<file path="src/rtl/ckm_pkg.sv">
package ckm_pkg;

  typedef enum logic [1:0] {
    DIV_RSVD  = 2'b00,
    DIV_NORM  = 2'b01,
    DIV_SLOW1 = 2'b10,
    DIV_SLOW2 = 2'b11
  } div_mode_e;

  localparam int unsigned REG_W   = 8;
  localparam int unsigned B_SRC   = 0;
  localparam int unsigned B_XOFF  = 1;
  localparam int unsigned B_DIVLO = 2;
  localparam int unsigned B_SBEN  = 4;
  localparam int unsigned B_RING  = 5;
  localparam int unsigned B_XOK   = 6;

  // Slow codes need the normal mode as the starting point; 01 is always fine.
  function automatic logic div_write_ok(input div_mode_e cur, input logic [1:0] req);
    return (req == DIV_NORM) || (req[1] && (cur == DIV_NORM));
  endfunction

  // Clocks per machine cycle for a code.
  function automatic int unsigned div_len(input div_mode_e m, input int unsigned n_norm,
                                          input int unsigned n_s1, input int unsigned n_s2);
    case (m)
      DIV_SLOW1: return n_s1;
      DIV_SLOW2: return n_s2;
      default:   return n_norm;
    endcase
  endfunction

endpackage

</file>
<file path="src/rtl/ckm_regs.sv">
module ckm_regs
  import ckm_pkg::*;
(
  input  logic             clk,
  input  logic             rst_n,
  input  logic             wr_en,
  input  logic [REG_W-1:0] wr_data,
  input  logic             sb_evt,
  input  logic             xtal_ok,
  output logic             src_xtal,
  output logic             xoff,
  output div_mode_e        div_mode,
  output logic             sb_en,
  output logic             sb_fire,
  output logic             div_restart
);

  logic      src_n, xoff_n, sb_n;
  div_mode_e div_n;

  always_comb begin
    src_n = src_xtal;
    xoff_n = xoff;
    div_n = div_mode;
    sb_n = sb_en;
    if (wr_en) begin
      sb_n = wr_data[B_SBEN];
      if (!wr_data[B_SRC])
        src_n = 1'b0;
      else if (src_xtal || (xtal_ok && !xoff))
        src_n = 1'b1;
      if (!wr_data[B_XOFF])
        xoff_n = 1'b0;
      else if (!src_xtal && !src_n)
        xoff_n = 1'b1;
      if (div_write_ok(div_mode, wr_data[B_DIVLO+1:B_DIVLO]))
        div_n = div_mode_e'(wr_data[B_DIVLO+1:B_DIVLO]);
    end
    sb_fire = sb_en && sb_evt;
    if (sb_fire)
      div_n = DIV_NORM;
    div_restart = (div_n != div_mode);
  end

  always_ff @(posedge clk or negedge rst_n) begin
    if (!rst_n) begin
      src_xtal <= 1'b1;
      xoff     <= 1'b0;
      div_mode <= DIV_NORM;
      sb_en    <= 1'b0;
    end else begin
      src_xtal <= src_n;
      xoff     <= xoff_n;
      div_mode <= div_n;
      sb_en    <= sb_n;
    end
  end

endmodule

</file>
<file path="src/rtl/ckm_xtal_timer.sv">
module ckm_xtal_timer #(
  parameter int unsigned STARTUP_CYC = 16
) (
  input  logic clk,
  input  logic rst_n,
  input  logic xoff,
  input  logic xtal_lock,
  output logic xtal_ok
);

  localparam int unsigned TW = $clog2(STARTUP_CYC + 1);
  localparam logic [TW-1:0] LAST = TW'(STARTUP_CYC - 1);

  logic [TW-1:0] cnt;

  always_ff @(posedge clk or negedge rst_n) begin
    if (!rst_n) begin
      cnt     <= '0;
      xtal_ok <= 1'b1;
    end else if (xoff) begin
      cnt     <= '0;
      xtal_ok <= 1'b0;
    end else if (!xtal_ok) begin
      if (!xtal_lock)
        cnt <= '0;
      else if (cnt == LAST)
        xtal_ok <= 1'b1;
      else
        cnt <= cnt + 1'b1;
    end
  end

endmodule

</file>
<file path="src/rtl/ckm_prescaler.sv">
module ckm_prescaler
  import ckm_pkg::*;
#(
  parameter int unsigned N_NORM  = 4,
  parameter int unsigned N_SLOW1 = 64,
  parameter int unsigned N_SLOW2 = 1024
) (
  input  logic      clk,
  input  logic      rst_n,
  input  div_mode_e div_mode,
  input  logic      restart,
  output logic      cyc_stb
);

  localparam int unsigned NMAX  = (N_SLOW2 > N_SLOW1) ? N_SLOW2 : N_SLOW1;
  localparam int unsigned CNT_W = $clog2(NMAX);

  logic [CNT_W-1:0] cnt;
  logic [CNT_W-1:0] last;

  assign last    = CNT_W'(div_len(div_mode, N_NORM, N_SLOW1, N_SLOW2) - 1);
  assign cyc_stb = (cnt == last);

  always_ff @(posedge clk or negedge rst_n) begin
    if (!rst_n)
      cnt <= '0;
    else if (restart || cyc_stb)
      cnt <= '0;
    else
      cnt <= cnt + 1'b1;
  end

endmodule

</file>
<file path="src/rtl/ckm_ctrl.sv">
module ckm_ctrl
  import ckm_pkg::*;
#(
  parameter int unsigned N_NORM      = 4,
  parameter int unsigned N_SLOW1     = 64,
  parameter int unsigned N_SLOW2     = 1024,
  parameter int unsigned STARTUP_CYC = 16
) (
  input  logic       clk,
  input  logic       rst_n,
  input  logic       wr_en,
  input  logic [7:0] wr_data,
  input  logic       sb_evt,
  input  logic       xtal_lock,
  output logic [7:0] rd_data,
  output logic       clk_sel_xtal,
  output logic       xtal_en,
  output logic       cyc_stb
);

  logic      src_xtal, xoff, sb_en, sb_fire, div_restart, xtal_ok;
  div_mode_e div_mode;

  ckm_regs i_regs (
    .clk(clk), .rst_n(rst_n), .wr_en(wr_en), .wr_data(wr_data),
    .sb_evt(sb_evt), .xtal_ok(xtal_ok), .src_xtal(src_xtal), .xoff(xoff),
    .div_mode(div_mode), .sb_en(sb_en), .sb_fire(sb_fire),
    .div_restart(div_restart)
  );

  ckm_xtal_timer #(.STARTUP_CYC(STARTUP_CYC)) i_timer (
    .clk(clk), .rst_n(rst_n), .xoff(xoff), .xtal_lock(xtal_lock),
    .xtal_ok(xtal_ok)
  );

  ckm_prescaler #(.N_NORM(N_NORM), .N_SLOW1(N_SLOW1), .N_SLOW2(N_SLOW2)) i_presc (
    .clk(clk), .rst_n(rst_n), .div_mode(div_mode), .restart(div_restart),
    .cyc_stb(cyc_stb)
  );

  always_comb begin
    rd_data                      = '0;
    rd_data[B_SRC]               = src_xtal;
    rd_data[B_XOFF]              = xoff;
    rd_data[B_DIVLO+1:B_DIVLO]   = div_mode;
    rd_data[B_SBEN]              = sb_en;
    rd_data[B_RING]              = !src_xtal;
    rd_data[B_XOK]               = xtal_ok;
  end

  assign clk_sel_xtal = src_xtal;
  assign xtal_en      = !xoff;

endmodule

</file>
<file path="config.mk">
export PLATFORM = sky130hd
export DESIGN_NAME = ckm_ctrl
export DESIGN_NICKNAME = d
export VERILOG_FILES = /design/src/rtl/ckm_pkg.sv /design/src/rtl/ckm_regs.sv /design/src/rtl/ckm_xtal_timer.sv /design/src/rtl/ckm_prescaler.sv /design/src/rtl/ckm_ctrl.sv
export SDC_FILE = /design/constraint.sdc
export NUM_CORES = 1
export LEC_CHECK = 0
export BUFFER_PORTS_ARGS = -buffer_cell sky130_fd_sc_hd__buf_2
export CORE_MARGIN = 1.5
export CORE_UTILIZATION = 45
export CTS_BUF_LIST = sky130_fd_sc_hd__clkbuf_4
export CTS_CLUSTER_DIAMETER = 120
export CTS_CLUSTER_SIZE = 8
export DETAILED_ROUTE_END_ITERATION = 10
export PLACE_DENSITY = 0.67
export SLEW_MARGIN = 30
export SYNTH_ARGS = -nofsm -noshare
export SYNTH_HDL_FRONTEND = slang
export SYNTH_SLANG_ARGS = --single-unit
</file>
<file path="constraint.sdc">
create_clock -name clk -period 2 [get_ports clk]
set_input_delay 0.2 -clock clk [delete_from_list [all_inputs] [get_ports clk]]
set_output_delay 0.2 -clock clk [all_outputs]
set_load 0.01 [all_outputs]
</file>
==> results of run 1 <==
## routing by layer
metal  track usage, %  vias up  share of wire [%]
li1                 -      459                  -
met1            21.14      448                 46
met2            27.78        7                 51
met3            2.459        2                1.7
met4            10.83        0                1.3
met5                0        -                  0
## worst max-delay path: cells and delay by family, from the launching register on
| family | cells | cell delay [ns] |
|---|---|---|
| flops | 1 | 0.45 |
| simple gates | 2 | 0.58 |
| compound gates | 1 | 0.15 |
| buf+inv | 1 | 0.16 |
## cell usage in the layout (no fill, tap or decap), drive strengths merged, types with 2 or more instances in the layout
| cell type | n |
|---|---|
| xnor2 | 3 |
| o21ai | 2 |
| dfstp | 3 |
| nand4 | 2 |
| nand2b | 2 |
| a21oi | 9 |
| nand2 | 7 |
| and3 | 2 |
| a22oi | 3 |
| ha | 3 |
| nand3 | 5 |
| mux2 | 2 |
| nor4 | 2 |
| buf | 22 |
| clkbuf | 4 |
| inv | 7 |
| nor3 | 10 |
| dfrtp | 18 |
| xor2 | 6 |
| o21a | 2 |
| a31oi | 3 |
| nor2 | 12 |
## worst paths after layout
kind | slack (ns) | from | end
setup reg to reg | 0.19 | i_timer.cnt[1] | i_timer.cnt[3]
max in group asynchronous | 1.29 | rst_n | i_timer.xtal_ok
hold / removal | 0.06 | sb_evt | i_regs.div_mode[1]
hold reg to reg | 0.50 | i_regs.sb_en | i_regs.div_mode[1]
min in group asynchronous | 0.36 | rst_n | i_timer.cnt[0]
setup / recovery | 0.16 | i_presc.cnt[6] | cyc_stb
## where the power goes
group	leakage, nW	internal (mW)	switching [mW]	total (mW)
combinational	0.319	0.115	0.138	0.253
clock	0.0184	0.0912	0.124	0.215
sequential	0.272	0.473	0.0731	0.546
## sequential cells by signal (all words and copies together), names as in the netlist
signal	count
i_regs.xoff	1
i_regs.sb_en	1
i_timer.cnt	5
i_presc.cnt	10
i_regs.div_mode	2
i_timer.xtal_ok	1
i_regs.src_xtal	1
## logic make-up after synthesis
kind of cell | Yosys count | share of synthesized area, %
AO/OA/AOI/OAI | 23 | 13.05
XOR/XNOR | 9 | 6.577
adder cells (fa/ha/maj) | 3 | 3.132
buffers and inverters | 16 | 7.307
flip-flops | 21 | 44.15
multiplexers | 2 | 1.879
other | 1 | 0.3129
AND/OR/NAND/NOR | 47 | 23.59
## stage by stage
step / power (mW) / cell area [µm²]
6_report: 1.015 / 1333
5_1_grt: 1.086 / 1333
4_1_cts: 1.030 / 1333
3_5_place_dp: 0.8098 / 1292
3_3_place_gp: 0.7998 / 1292
2_1_floorplan: 0.7412 / 1199
## layout make-up
cell class / instances / share of cell area [%]
multi-input combinational: 85 / 43.66
sequential: 21 / 39.72
timing repair buffer: 23 / 9.577
tap: 30 / 2.817
clock buffer: 4 / 2.254
inverter: 7 / 1.972
==> results.sh, run 1 <==
export IMPL_dieWidth_um=54.61
export IMPL_grt_first_pass_wirelength_um=3581
export IMPL_dieArea_um2=2982
export IMPL_numCtsBuffers=3
export IMPL_pre_cts_ws_ns=0.2107
export IMPL_tritoncts="done"
export IMPL_hold_depth=2
export IMPL_syn_area_um2=1199
export IMPL_dr_pass1_iters=4
export IMPL_end_kind="output pin"
export IMPL_num_rows=18
export IMPL_final_min_clock_period_ns=1.838
export IMPL_cts_root_buf="clkbuf_4"
export IMPL_drive_above_1_share_pct=30.00
export IMPL_rsz0062_at_grt="false"
export IMPL_fin_crit_sh_pct=91.91
export IMPL_cts_max_level=1
export IMPL_coreArea_um2=2500
export IMPL_post_cts_buffers=0
export IMPL_grt_max_degree=22
export IMPL_insertedDiodeCount=0
export IMPL_die_y_um=54.61
export IMPL_worst_r2r_path_depth=7
export IMPL_power_density_nw_per_um2=761.3
export IMPL_finalSetupViolCount=0
export IMPL_nets=157
export IMPL_routabilityCongestion=0.7908
export IMPL_clock_sinks=21
export IMPL_avgViaCountPerCell=5.388
export IMPL_synth_area_leaders="dfrtp_1 38%, dfstp_2 6.6%, nor3_2 5.8%"
export IMPL_hold_viol=0
export IMPL_fin_util_pct=53.30
export IMPL_cap_violations=0
export IMPL_worst_clock_skew_ns=0.003603
export IMPL_grt_pass1_vias=847
export IMPL_synthTopCellsByCount="18 x dfrtp_1, 12 x nor2_1, 8 x a21oi_1"
export IMPL_start_util_pct=47.95
export IMPL_timing_fmax_mhz=544.0
export IMPL_ys_seq_area_share_pct=44.15
export IMPL_synth_top_area_share_pct=37.58
export IMPL_fill_cells=237
export IMPL_multiInputGateArea_um2=581.8
export IMPL_post_dp_hpwl_um=1601
export IMPL_ys_async_sr_fraction_pct=100.0
export IMPL_vias=916
export IMPL_hold_buffers=1
export IMPL_syn_nets=138
export IMPL_crit_path_top_delay_cell="dfrtp_1"
export IMPL_setup_tns_ns=0
export IMPL_clk_pin_slew_worst_paths_ns=0.11
export IMPL_arrival_ns=1.64
export IMPL_grtUsageTotal_pct=17.12
export IMPL_area_growth_pct=11.17
export IMPL_cpPeakStageDelay_ns=0.45
export IMPL_ant_nets=0
export IMPL_grt_remaining_overflow=0
export IMPL_p_leak_nw=0.6090
export IMPL_hp_class="in -> reg"
export IMPL_drc=0
export IMPL_syn_avg_cell_area_um2=9.825
export IMPL_yosysMostFrequentCell="dfrtp_1"
export IMPL_hold_ws_ns=0.06335
export IMPL_yosysWarningCount=0
export IMPL_io_buffers=19
export IMPL_fin_ws_ns=0.1618
export IMPL_worstPathRequired_ns=1.80
export IMPL_worstSetupPathType="reg -> out"
export IMPL_report_final_slew_viol_count=0
export IMPL_dp_cells=165
export IMPL_seqCellArea_um2=529.3
export IMPL_synth_edf_count=0
export IMPL_cp_cell_sequence="nor4_1, o2bb2ai_1, and3_4, buf_2"
export IMPL_clk_latency_ns=0.30
export IMPL_synth_largest_area_cell="dfrtp_1"
export IMPL_netlist_instances=122
export IMPL_drt_iter0_markers=19
export IMPL_cts_resized=0
export IMPL_critPathLaunchType="flip-flop"
export IMPL_final_instance_count_excl_fill=170
export IMPL_io_pins=24
export IMPL_synth_seq_cells=21
export IMPL_clockBufferDepth=2
export IMPL_synth_flop_cell="dfrtp_1"
export IMPL_post_drt_wl_per_cell_um=12.85
export IMPL_status="finished, final reports clean"
export IMPL_routed_wirelength_um=2184
export IMPL_crit_fanout=9
export IMPL_irDropWorstVdd_v=0.0005423
export IMPL_ys_types=37
export IMPL_antenna_found_initial=0
(Power assumes the default switching activity.)
==> run 2: changes to the inputs <==
--- a/config.mk
+++ b/config.mk
@@ -5,14 +5,15 @@
 export SDC_FILE = /design/constraint.sdc
 export NUM_CORES = 1
 export LEC_CHECK = 0
+export ABC_AREA = 1
 export BUFFER_PORTS_ARGS = -buffer_cell sky130_fd_sc_hd__buf_2
-export CORE_MARGIN = 1.5
+export CORE_MARGIN = 3
 export CORE_UTILIZATION = 45
 export CTS_BUF_LIST = sky130_fd_sc_hd__clkbuf_4
 export CTS_CLUSTER_DIAMETER = 120
 export CTS_CLUSTER_SIZE = 8
 export DETAILED_ROUTE_END_ITERATION = 10
-export PLACE_DENSITY = 0.67
+export PLACE_DENSITY = 0.68
 export SLEW_MARGIN = 30
 export SYNTH_ARGS = -nofsm -noshare
 export SYNTH_HDL_FRONTEND = slang
==> run 2 against run 1 <==
Worst setup slack better by 0.13 ns. Total power down 1.9%. Largest cell class is now sequential cells. Combinational power about the same. Core utilization is 2.1 points higher. Design area shrank 4.4%. Clock skew hardly changed. Sequential share of layout area up 1.8 points. Clock-buffer cell count stayed put.
==> results.sh, run 2 <==
export IMPL_dieWidth_um=56.36
export IMPL_insertedDiodeCount=0
export IMPL_io_pins=24
export IMPL_layout_cells_most_common="nand2_1"
export IMPL_ant_nets=0
export IMPL_largest_register="i_presc.cnt"
export IMPL_r2r_slack_ns=0.42
export IMPL_power_mw=0.9956
export IMPL_r2r_end="i_timer.cnt[3]"
export IMPL_largest_reg_flops=10
export IMPL_synth_area_leaders="dfrtp_1 39%, nand2_1 9.9%, inv_1 7.6%"
export IMPL_io_buffers=19
export IMPL_crit_path_top_delay_cell="dfstp_2"
export IMPL_clk_pin_slew_worst_paths_ns=0.12
export IMPL_cts_root_buf="clkbuf_4"
export IMPL_pre_cts_ws_ns=0.4507
export IMPL_fin_util_pct=55.45
export IMPL_tritoncts="done"
export IMPL_clock_sinks=21
export IMPL_power_density_nw_per_um2=781.7
export IMPL_drive_above_1_share_pct=19.14
export IMPL_place_area_um2=1234
export IMPL_worst_clock_skew_ns=0.003336
export IMPL_crit_top_cell="nand2_1"
export IMPL_hold_buffers=1
export IMPL_synth_flop_cell="dfrtp_1"
export IMPL_worst_r2r_path_depth=10
export IMPL_antenna_found_initial=0
export IMPL_stdcell_area_um2=1274
export IMPL_syn_avg_cell_area_um2=7.980
export IMPL_drt_iter0_markers=10
export IMPL_avgViaCountPerCell=4.721
export IMPL_arrival_ns=1.51
export IMPL_yosysMostFrequentCell="nand2_1"
export IMPL_numCtsBuffers=3
export IMPL_switching_share_pct=32.48
export IMPL_syn_area_um2=1141
export IMPL_timing_fmax_mhz=586.2
export IMPL_end_kind="output pin"
export IMPL_grt_max_degree=22
export IMPL_irDropWorstVdd_v=0.0008115
export IMPL_fin_ws_ns=0.2941
export IMPL_setup_tns_ns=0
export IMPL_status="finished, final reports clean"
export IMPL_fin_crit_sh_pct=85.30
export IMPL_grtUsageTotal_pct=13.97
export IMPL_synth_top_area_share_pct=39.47
export IMPL_cts_max_level=1
export IMPL_crit_fanout=5
export IMPL_final_min_clock_period_ns=1.706
export IMPL_start_util_pct=49.67
export IMPL_largestRegisters="i_presc.cnt: 10 flops, i_timer.cnt: 5 flops, i_regs.div_mode: 2 flops"
export IMPL_die_y_um=56.36
export IMPL_synth_seq_cells=21
export IMPL_critPathLaunchType="flip-flop"
export IMPL_post_cts_buffers=0
export IMPL_yosysWarningCount=0
export IMPL_worstPathRequired_ns=1.80
export IMPL_vias=897
export IMPL_worstSetupPathType="reg -> out"
export IMPL_area_growth_pct=11.62
export IMPL_cp_cell_sequence="nand2_1, nor2_1, nand2_1, nand2_1, nand3_1, inv_1, buf_2"
export IMPL_routabilityCongestion=0.7683
export IMPL_post_drt_wl_per_cell_um=10.44
export IMPL_p_leak_nw=0.6635
export IMPL_p_switching_mw=0.3234
export IMPL_seq_power_share_pct=52.2
export IMPL_grt_remaining_overflow=0
export IMPL_post_dp_hpwl_um=1525
export IMPL_ys_types=22
export IMPL_pwr_share_clk_pct=22.2
export IMPL_grt_pass1_vias=831
export IMPL_ys_seq_area_share_pct=46.38
export IMPL_finalSetupViolCount=0
export IMPL_hold_viol=0
export IMPL_synthTopCellsByCount="30 x nand2_1, 23 x inv_1, 21 x nor2_1, 18 x dfrtp_1, 9 x a21oi_1"
export IMPL_critPathLaunch="i_regs.div_mode[0]"
export IMPL_drc=0
export IMPL_routed_wirelength_um=1983
export IMPL_crit_path_end="cyc_stb"
export IMPL_cap_violations=0
export IMPL_dieArea_um2=3176
export IMPL_report_final_slew_viol_count=0
export IMPL_synth_largest_area_cell="dfrtp_1"
export IMPL_rsz0062_at_grt="false"
export IMPL_r2r_start="i_timer.cnt[0]"
export IMPL_synth_edf_count=0
export IMPL_cpPeakStageDelay_ns=0.57
export IMPL_intPower_mw=0.6722
export IMPL_cts_resized=0
export IMPL_mostFrequentLayoutCells="30 x nand2_1, 23 x inv_1, 21 x nor2_1"
export IMPL_clockBufferDepth=2
export IMPL_combPwrFrac_pct=25.6
export IMPL_grt_first_pass_wirelength_um=3505
export IMPL_coreArea_um2=2297
export IMPL_dr_pass1_iters=4
export IMPL_hp_class="in -> reg"
export IMPL_syn_nets=159
export IMPL_num_rows=17
export IMPL_ys_async_sr_fraction_pct=100.0
export IMPL_nets=179
export IMPL_clk_latency_ns=0.30
export IMPL_netlist_instances=143
run 2: cell count changes after synthesis, sizes merged, moves of 3 or more:
cell	previous run	this run
nor2	12	22
a22oi	3	0
nand2	7	32
xor2	6	3
a31oi	3	0
nand3	5	8
nor3	10	2
inv	7	23
run 2: cell families after synthesis:
group | share of synthesized area [%]
other | 0.3286
AOI/OAI and AO/OA | 7.017
DFF | 46.38
and+or+nand+nor | 25.99
xor gates and xnor gates | 6.141
buffers and inverters | 10.86
adders and majority gates | 3.290
run 2: through the flow:
| stage | cells | hold slack (ns) |
|---|---|---|
| after floorplan | 143 | -0.09559 |
| after global placement | 185 | 0.1822 |
| after detailed placement | 185 | 0.1944 |
| after CTS | 190 | 0.08188 |
| after global routing | 190 | 0.1033 |
| final | 190 | 0.08944 |
run 2: cell type report:
cell class,count,area [µm²]
multi-input combinational,94,488.0
fill,234,1023
inverter,23,86.33
timing repair buffer,20,105.1
sequential,21,529.3
clock buffer,4,30.03
tap,28,35.03
run 2: power groups by stage:
stage                     Clock, mW  Combinational (mW)  Sequential (mW)
after floorplan                   0               0.189            0.525
after global placement            0               0.250            0.526
after detailed placement          0               0.259            0.528
after CTS                     0.230               0.261            0.520
after global routing          0.256               0.292            0.530
final                         0.221               0.255            0.520
run 2: how the worst min path moves through the flow:
stage	start	endpoint	slack, ns	depth (start not counted)
6_report	wr_data[4]	i_regs.sb_en	0.09	3
4_1_cts	wr_data[4]	i_regs.sb_en	0.08	3
3_3_place_gp	rst_n	i_timer.cnt[4]	0.18	1
2_1_floorplan	rst_n	i_presc.cnt[0]	-0.1	0
5_1_grt	wr_data[4]	i_regs.sb_en	0.10	3
3_5_place_dp	rst_n	i_timer.cnt[4]	0.19	1
run 2: routing by layer:
layer  vias up  wire, µm  GRT usage [%]
met2        14       930          23.37
met4         0        17          2.034
met5         -         0              0
met3         2        81          4.828
li1        476         -              -
met1       405       954          17.80
run 2: worst max-delay path: cells and delay by family, from the launching register on:
| family | cells | cell delay [ns] |
|---|---|---|
| and+or+nand+nor | 5 | 0.43 |
| buffers and inverters | 2 | 0.20 |
| DFF | 1 | 0.57 |
==> run 3: changes to the inputs <==
==> constraint.sdc (replaced) <==
create_clock -name clk -period 2.2 [get_ports clk]
set_input_delay 0.22 -clock clk [delete_from_list [all_inputs] [get_ports clk]]
set_output_delay 0.22 -clock clk [all_outputs]
set_load 0.01 [all_outputs]
==> run 3 against run 2 <==
Sequential power fell by 9.0%. Combinational power fell by 11%. Global-route usage about the same. Largest cell class unchanged. Largest power group unchanged.
==> results.sh, run 3 (synthesized netlist as in run 2, its figures left out) <==
export IMPL_fin_crit_sh_pct=78.34
export IMPL_drc=0
export IMPL_mostFrequentLayoutCells="30 x nand2_1, 23 x inv_1, 21 x nor2_1"
export IMPL_final_min_clock_period_ns=1.724
export IMPL_crit_path_top_delay_cell="dfstp_2"
export IMPL_r2r_slack_ns=0.62
export IMPL_timing_fmax_mhz=580.2
export IMPL_finalSetupViolCount=0
export IMPL_drive_above_1_share_pct=19.14
export IMPL_hold_ws_ns=0.1133
export IMPL_crit_buf_inv=2
export IMPL_io_pins=24
export IMPL_start_util_pct=49.67
export IMPL_numCtsBuffers=3
export IMPL_largest_register="i_presc.cnt"
export IMPL_cp_cell_sequence="nand2_1, nor2_1, nand2_1, nand2_1, nand3_1, inv_1, buf_2"
export IMPL_tritoncts="done"
export IMPL_grtUsageTotal_pct=13.98
export IMPL_cap_violations=0
export IMPL_worstSetupPathType="reg -> out"
export IMPL_layout_cells_most_common="nand2_1"
export IMPL_area_growth_pct=11.62
export IMPL_status="finished, final reports clean"
export IMPL_die_y_um=56.36
export IMPL_hold_viol=0
export IMPL_grt_first_pass_wirelength_um=3594
export IMPL_vias=906
export IMPL_rsz0062_at_grt="false"
export IMPL_largest_reg_flops=10
export IMPL_avgViaCountPerCell=4.768
export IMPL_routed_wirelength_um=1950
export IMPL_stdcell_area_um2=1274
export IMPL_nets=179
export IMPL_arrival_ns=1.50
export IMPL_dieWidth_um=56.36
export IMPL_largestRegisters="i_presc.cnt: 10 flops, i_timer.cnt: 5 flops, i_regs.div_mode: 2 flops"
export IMPL_irDropWorstVdd_v=0.0003602
export IMPL_dr_pass1_iters=3
export IMPL_cpPeakStageDelay_ns=0.58
export IMPL_antenna_found_initial=0
export IMPL_worst_clock_skew_ns=0.002534
export IMPL_routabilityCongestion=0.7703
export IMPL_clk_latency_ns=0.30
export IMPL_p_leak_nw=0.6635
export IMPL_grt_remaining_overflow=0
export IMPL_post_cts_buffers=0
export IMPL_cts_root_buf="clkbuf_4"
export IMPL_met3_length_um=64
export IMPL_critPathTopFamily="flip-flops"
export IMPL_worstPathRequired_ns=1.98
export IMPL_fill_cells=227
export IMPL_critPathLaunchType="flip-flop"
export IMPL_drt_iter0_markers=8
export IMPL_crit_top_cell="nand2_1"
export IMPL_top_layer="met3"
export IMPL_cts_max_level=1
export IMPL_ant_nets=0
export IMPL_clk_pin_slew_worst_paths_ns=0.12
export IMPL_crit_fanout=5
export IMPL_num_rows=17
export IMPL_coreArea_um2=2297
export IMPL_grt_max_degree=22
export IMPL_power_mw=0.8985
export IMPL_post_dp_hpwl_um=1528
export IMPL_power_density_nw_per_um2=705.4
export IMPL_post_drt_wl_per_cell_um=10.26
export IMPL_setup_tns_ns=0
export IMPL_insertedDiodeCount=0
export IMPL_clock_sinks=21
export IMPL_end_kind="output pin"
export IMPL_wl_met2_um=934
export IMPL_report_final_slew_viol_count=0
export IMPL_met1Wirelength_um=950
export IMPL_clockBufferDepth=2
export IMPL_io_buffers=19
export IMPL_place_area_um2=1234
export IMPL_dieArea_um2=3176
export IMPL_hp_class="in -> reg"
export IMPL_grt_pass1_vias=860
==> run 3: cell counts in the layout (fill, tap and decap cells not counted) <==
No cell type changed its count.
==> run 3: cell type report <==
| class | instances | area [µm²] | share of cell area, % |
|---|---|---|---|
| timing repair buffer | 20 | 105.1 | 8.251 |
| clock buffer | 4 | 30.03 | 2.358 |
| multi-input combinational | 94 | 488.0 | 38.31 |
| tap | 28 | 35.03 | 2.750 |
| sequential | 21 | 529.3 | 41.55 |
| inverter | 23 | 86.33 | 6.778 |
==> run 3: worst min-delay path, cell delays in order <==
cell and delay (ns):
buf_2 0.07, nand2_1 0.04, nand2_1 0.05
==> run 3: report_power, final <==
part	internal [mW]	total [mW]	switching, mW
Sequential	0.437	0.473	0.0357
Combinational	0.0907	0.228	0.137
Clock	0.0829	0.198	0.115
==> run 3: through the flow <==
step,setup slack [ns],utilization [%],instances
2_1_floorplan,0.7828,-,143
3_3_place_gp,0.7017,53.70,185
3_5_place_dp,0.6500,53.70,185
4_1_cts,0.4541,55.45,190
5_1_grt,0.3234,55.45,190
6_report,0.4764,55.45,190
==> run 3: final timing paths <==
kind,from,end,cells past startpoint
min reg2reg,i_presc.cnt[0],i_presc.cnt[0],1
max,i_regs.div_mode[0],cyc_stb,7
max in group asynchronous,rst_n,i_regs.div_mode[0],2
min in group asynchronous,rst_n,i_timer.cnt[4],2
max reg2reg,i_timer.cnt[0],i_timer.cnt[3],10
min,wr_data[4],i_regs.sb_en,3
==> run 3: repair_timing <==
action	CTS	global route
endpoints found under the hold margin	18	0
hold buffers	1	0
gates resized for setup	0	0
==> run 3: layer usage <==
layer,global-route usage [%],vias to the layer above
met4,4.407,0
met1,17.83,420
met2,24.04,10
met5,0,-
met3,2.299,0
li1,-,476
